<file path="config.mk">
export PLATFORM = sky130hd
export DESIGN_NAME = sdram_col_seq
export DESIGN_NICKNAME = d
export VERILOG_FILES = /design/src/rtl/sdram_col_pkg.sv /design/src/rtl/sdram_mode_decode.sv /design/src/rtl/sdram_addr_gen.sv /design/src/rtl/sdram_col_seq.sv
export SDC_FILE = /design/constraint.sdc
export NUM_CORES = 1
export LEC_CHECK = 0
export BUFFER_PORTS_ARGS = -buffer_cell sky130_fd_sc_hd__buf_4
export CORE_UTILIZATION = 61
export CTS_CLUSTER_DIAMETER = 100
export DETAILED_ROUTE_END_ITERATION = 10
export PLACE_DENSITY_LB_ADDON = 0.05
export SYNTH_ARGS = -nofsm -noshare
export SYNTH_HDL_FRONTEND = slang
export SYNTH_HIERARCHICAL = 1
export SYNTH_SLANG_ARGS = --single-unit
</file>
<file path="constraint.sdc">
create_clock -name clk -period 5.6 [get_ports clk]
set_clock_uncertainty 0.15 [all_clocks]
set_input_delay 0.56 -clock clk [delete_from_list [all_inputs] [get_ports clk]]
set_output_delay 0.56 -clock clk [all_outputs]
set_load 0.03 [all_outputs]
</file>
<file path="src/rtl/sdram_col_pkg.sv">
package sdram_col_pkg;

    typedef struct packed {
        logic [2:0] bl;   // length code
        logic       bt;   // 1 = interleaved order
        logic [2:0] cl;   // latency code
        logic       wb;   // 1 = writes single beat
    } mode_t;

    localparam mode_t MODE_RESET = '{bl: 3'b000, bt: 1'b0, cl: 3'b010, wb: 1'b0};
    localparam logic [2:0] BL_FULL  = 3'b111;
    localparam logic [2:0] BL_MAXFX = 3'b011;

endpackage

</file>
<file path="src/rtl/sdram_mode_decode.sv">
module sdram_mode_decode
    import sdram_col_pkg::*;
#(
    parameter int MODE_W = 12
) (
    input  logic [MODE_W-1:0] raw,
    output mode_t             mode,
    output logic              legal
);
    localparam int BL_LSB = 0;
    localparam int BT_BIT = 3;
    localparam int CL_LSB = 4;
    localparam int WB_BIT = 9;
    localparam logic [MODE_W-1:0] FIELD_MASK = MODE_W'(10'h27F);

    logic bl_ok;
    logic cl_ok;
    logic rsv_ok;

    always_comb begin
        mode.bl = raw[BL_LSB +: 3];
        mode.bt = raw[BT_BIT];
        mode.cl = raw[CL_LSB +: 3];
        mode.wb = raw[WB_BIT];
        bl_ok   = (mode.bl <= BL_MAXFX) || ((mode.bl == BL_FULL) && !mode.bt);
        cl_ok   = (mode.cl != 3'b000) && !mode.cl[2];
        rsv_ok  = ((raw & ~FIELD_MASK) == '0);
        legal   = bl_ok && cl_ok && rsv_ok;
    end
endmodule

</file>
<file path="src/rtl/sdram_addr_gen.sv">
module sdram_addr_gen #(
    parameter int COL_W = 8
) (
    input  logic [COL_W-1:0] start,
    input  logic [COL_W-1:0] beat,
    input  logic [COL_W-1:0] mask,
    input  logic             ilv,
    output logic [COL_W-1:0] addr
);
    logic [COL_W-1:0] low;

    always_comb begin
        low  = ilv ? (start ^ beat) : (start + beat);
        addr = (start & ~mask) | (low & mask);
    end
endmodule

</file>
<file path="src/rtl/sdram_col_seq.sv">
module sdram_col_seq
    import sdram_col_pkg::*;
#(
    parameter int COL_W  = 8,
    parameter int MODE_W = 12
) (
    input  logic              clk,
    input  logic              rst_n,
    input  logic              mrs_valid,
    input  logic [MODE_W-1:0] mrs_data,
    input  logic              cmd_valid,
    input  logic              cmd_write,
    input  logic [COL_W-1:0]  cmd_col,
    input  logic              abort,
    output logic [COL_W-1:0]  col_addr,
    output logic              col_valid,
    output logic              col_last,
    output logic [1:0]        cas_lat,
    output logic              mode_err
);
    typedef struct packed {
        mode_t            mode;
        logic             err;
        logic             run;
        logic             full;
        logic             ilv;
        logic [COL_W-1:0] start;
        logic [COL_W-1:0] mask;
        logic [COL_W-1:0] beat;
        logic [COL_W-1:0] addr;
        logic             valid;
        logic             last;
    } state_t;

    state_t s_d, s_q, s_rst;

    mode_t            dec_mode;
    logic             dec_legal;
    logic [COL_W-1:0] gen_addr;
    logic [COL_W-1:0] cmd_mask;
    logic             cmd_full;
    logic             single_wr;

    sdram_mode_decode #(.MODE_W(MODE_W)) u_dec (
        .raw   (mrs_data),
        .mode  (dec_mode),
        .legal (dec_legal)
    );

    sdram_addr_gen #(.COL_W(COL_W)) u_gen (
        .start (s_q.start),
        .beat  (s_q.beat),
        .mask  (s_q.mask),
        .ilv   (s_q.ilv),
        .addr  (gen_addr)
    );

    function automatic logic [COL_W-1:0] len_mask(input logic [2:0] code);
        if (code == BL_FULL)
            return '1;
        else if (code <= BL_MAXFX)
            return COL_W'((1 << code) - 1);
        else
            return '0;
    endfunction

    always_comb begin
        s_rst      = '0;
        s_rst.mode = MODE_RESET;
    end

    always_comb begin
        s_d       = s_q;
        single_wr = cmd_write && s_q.mode.wb;
        cmd_mask  = single_wr ? '0 : len_mask(s_q.mode.bl);
        cmd_full  = !single_wr && (s_q.mode.bl == BL_FULL);

        if (mrs_valid) begin
            if (dec_legal)
                s_d.mode = dec_mode;
            else
                s_d.err = 1'b1;
        end

        if (cmd_valid) begin
            s_d.start = cmd_col;
            s_d.mask  = cmd_mask;
            s_d.full  = cmd_full;
            s_d.ilv   = s_q.mode.bt && !cmd_full;
            s_d.beat  = COL_W'(1);
            s_d.addr  = cmd_col;
            s_d.valid = 1'b1;
            s_d.last  = (cmd_mask == '0);
            s_d.run   = (cmd_mask != '0);
        end else if (abort) begin
            s_d.run   = 1'b0;
            s_d.valid = 1'b0;
            s_d.last  = 1'b0;
        end else if (s_q.run) begin
            s_d.addr  = gen_addr;
            s_d.valid = 1'b1;
            s_d.last  = !s_q.full && (s_q.beat == s_q.mask);
            s_d.run   = s_q.full || (s_q.beat != s_q.mask);
            s_d.beat  = s_q.beat + COL_W'(1);
        end else begin
            s_d.valid = 1'b0;
            s_d.last  = 1'b0;
        end
    end

    always_ff @(posedge clk or negedge rst_n) begin
        if (!rst_n)
            s_q <= s_rst;
        else
            s_q <= s_d;
    end

    assign col_addr  = s_q.addr;
    assign col_valid = s_q.valid;
    assign col_last  = s_q.last;
    assign cas_lat   = s_q.mode.cl[1:0];
    assign mode_err  = s_q.err;
endmodule

</file>
==> results.json <==
{
  "layout_commonest_cell": "dfrtp_1",
  "htreeDepth": 2,
  "synth_area_per_cell_um2": 9.68,
  "cts_resized": 0,
  "io_pins": 39,
  "hpwl_um": 3420,
  "drive_above_1_share_pct": 21.7,
  "grt_pass1_vias": 1754,
  "period_minus_slack_ns": 2.62,
  "final_core_util_pct": 73.0,
  "peakVddDrop_mv": 0.186,
  "initial_core_util_pct": 66.2,
  "cts_hold_buf": 0,
  "postPlaceCellArea_um2": 2690,
  "die_h_um": 66.2,
  "grt_first_pass_wirelength_um": 7660,
  "worstMarginPinSlew_ns": 0.894,
  "crit_type": "reg -> reg",
  "cp_slowest_stage_delay_ns": 0.44,
  "setup_viol": 0,
  "hold_path.class": "in -> async",
  "cts_setup_buffers": 0,
  "overflow": 0,
  "die_area_um2": 4390,
  "syn-num-nets": 296,
  "num_vias": 1835,
  "clk_transition_reported_paths_ns": 0.09,
  "cp-start-kind": "register",
  "cts_sinks": 45,
  "mostFrequentLayoutCells": "44 x dfrtp_1, 38 x buf_4, 25 x nor2_1, 24 x o21ai_0, 23 x nand2_1",
  "post-route-period-util_pct": 46.9,
  "r2r_cells": 10,
  "viasPerCell": 5.58,
  "cts-root-buf": "clkbuf_8",
  "finalNetCount": 316,
  "cp.depth": 10,
  "num_rows": 22,
  "core_um2": 3800,
  "r2r-end": "col_addr[6]",
  "slew_headroom_pct": 40.4,
  "cp_slowest_cell": "dfrtp_1",
  "arrival_ns": 2.65,
  "gp_congestion": 0.818,
  "synthCells": 260,
  "num_antenna_cells": 0,
  "cp_num_buf_inv": 1,
  "cts_buffers": 5,
  "r2r_slack_ns": 2.98,
  "critPathCaptureType": "register",
  "insertion_delay_ns": 0.30,
  "setup_slack_ns": 2.98,
  "slew_violations": 0,
  "wl_um": 4740,
  "io_buffers": 38,
  "post-place-ws_ns": 2.97,
  "rsz0062_at_grt": "no",
  "syn-cell-area_um2": 2520,
  "antenna_found_initial": 0,
  "fin_area_um2": 2770,
  "maxCapViolCount": 0,
  "firstDrtPassIters": 4,
  "status": "finished, final reports clean",
  "cpLargestDelayFamily": "adder cells",
  "grt_max_degree": 46,
  "clockBufferDepth": 2,
  "hold_viol": 0,
  "routedWlPerCell_um": 14.4,
  "required_ns": 5.62,
  "leakage_nw": 1.35,
  "crit_chain": "ha_1 > inv_1 > fa_1 > nand2b_1 > a211oi_1 > a31oi_1 > xnor2_1 > mux2_2 > mux2i_1 > o21ai_0",
  "powerDensity_nw_per_um2": 283,
  "area_growth_syn_to_layout_pct": 10.2,
  "drc": 0,
  "tns_ns": 0,
  "r2r-start": "s_q[10]",
  "track_usage_pct": 24.1,
  "drtAntennaViolNets": 0,
  "die_x_um": 66.2,
  "cts_tree": "done",
  "max_freq_mhz": 381,
  "critPathMaxFanout": 5,
  "drt_iter0_markers": 86,
  "synth.yosys.warnings": 6
}
==> power by group <==
part | switching [mW] | internal (mW)
Sequential | 0.0345 | 0.361
Clock | 0.108 | 0.0866
Combinational | 0.106 | 0.0902
Total | 0.249 | 0.537
==> layer usage <==
layer / global-route usage (%) / part of all wire (%) / vias to the layer above
met4: 9.84 / 1.8 / 0
li1: - / - / 909
met2: 41.3 / 51 / 31
met3: 6.38 / 3.2 / 8
met1: 28.4 / 44 / 887
met5: 0 / 0 / -
==> how the worst max path moves through the flow <==
stage,from,to
floorplan,s_q[10],col_addr[6]
global placement,s_q[10],col_addr[6]
detailed placement,s_q[10],col_addr[6]
CTS,s_q[10],col_addr[6]
global route,s_q[10],col_addr[6]
finish,s_q[10],col_addr[6]
==> state kept, by name, summed over array words and instances (netlist names) <==
signal,flops
col_valid,1
col_last,1
mode_err,1
s_q,32
cas_lat,2
col_addr,8
==> final cells by class <==
class / instances / area, µm²
Multi-Input combinational cell: 172 / 1150
Sequential cell: 45 / 1130
Fill cell: 294 / 1020
Timing Repair Buffer: 38 / 285
Clock buffer: 6 / 72.6
Inverter: 18 / 67.6
Tap cell: 48 / 60.1
Clock inverter: 2 / 10.0
==> worst register-to-register path: stages (launching register included) <==
cell	delay, ns
dfrtp_1	0.44
ha_1	0.22
inv_1	0.07
fa_1	0.37
nand2b_1	0.15
a211oi_1	0.32
a31oi_1	0.15
xnor2_1	0.13
mux2_2	0.26
mux2i_1	0.12
o21ai_0	0.10
==> through the flow <==
stage                     hold WS, ns  power, mW  cells
after floorplan                 0.114      0.547    260
after global placement          0.305      0.592    321
after detailed placement        0.319      0.598    321
after CTS                       0.113      0.790    329
after global routing            0.139      0.831    329
final                          0.0931      0.786    329
(Power assumes the default switching activity.)
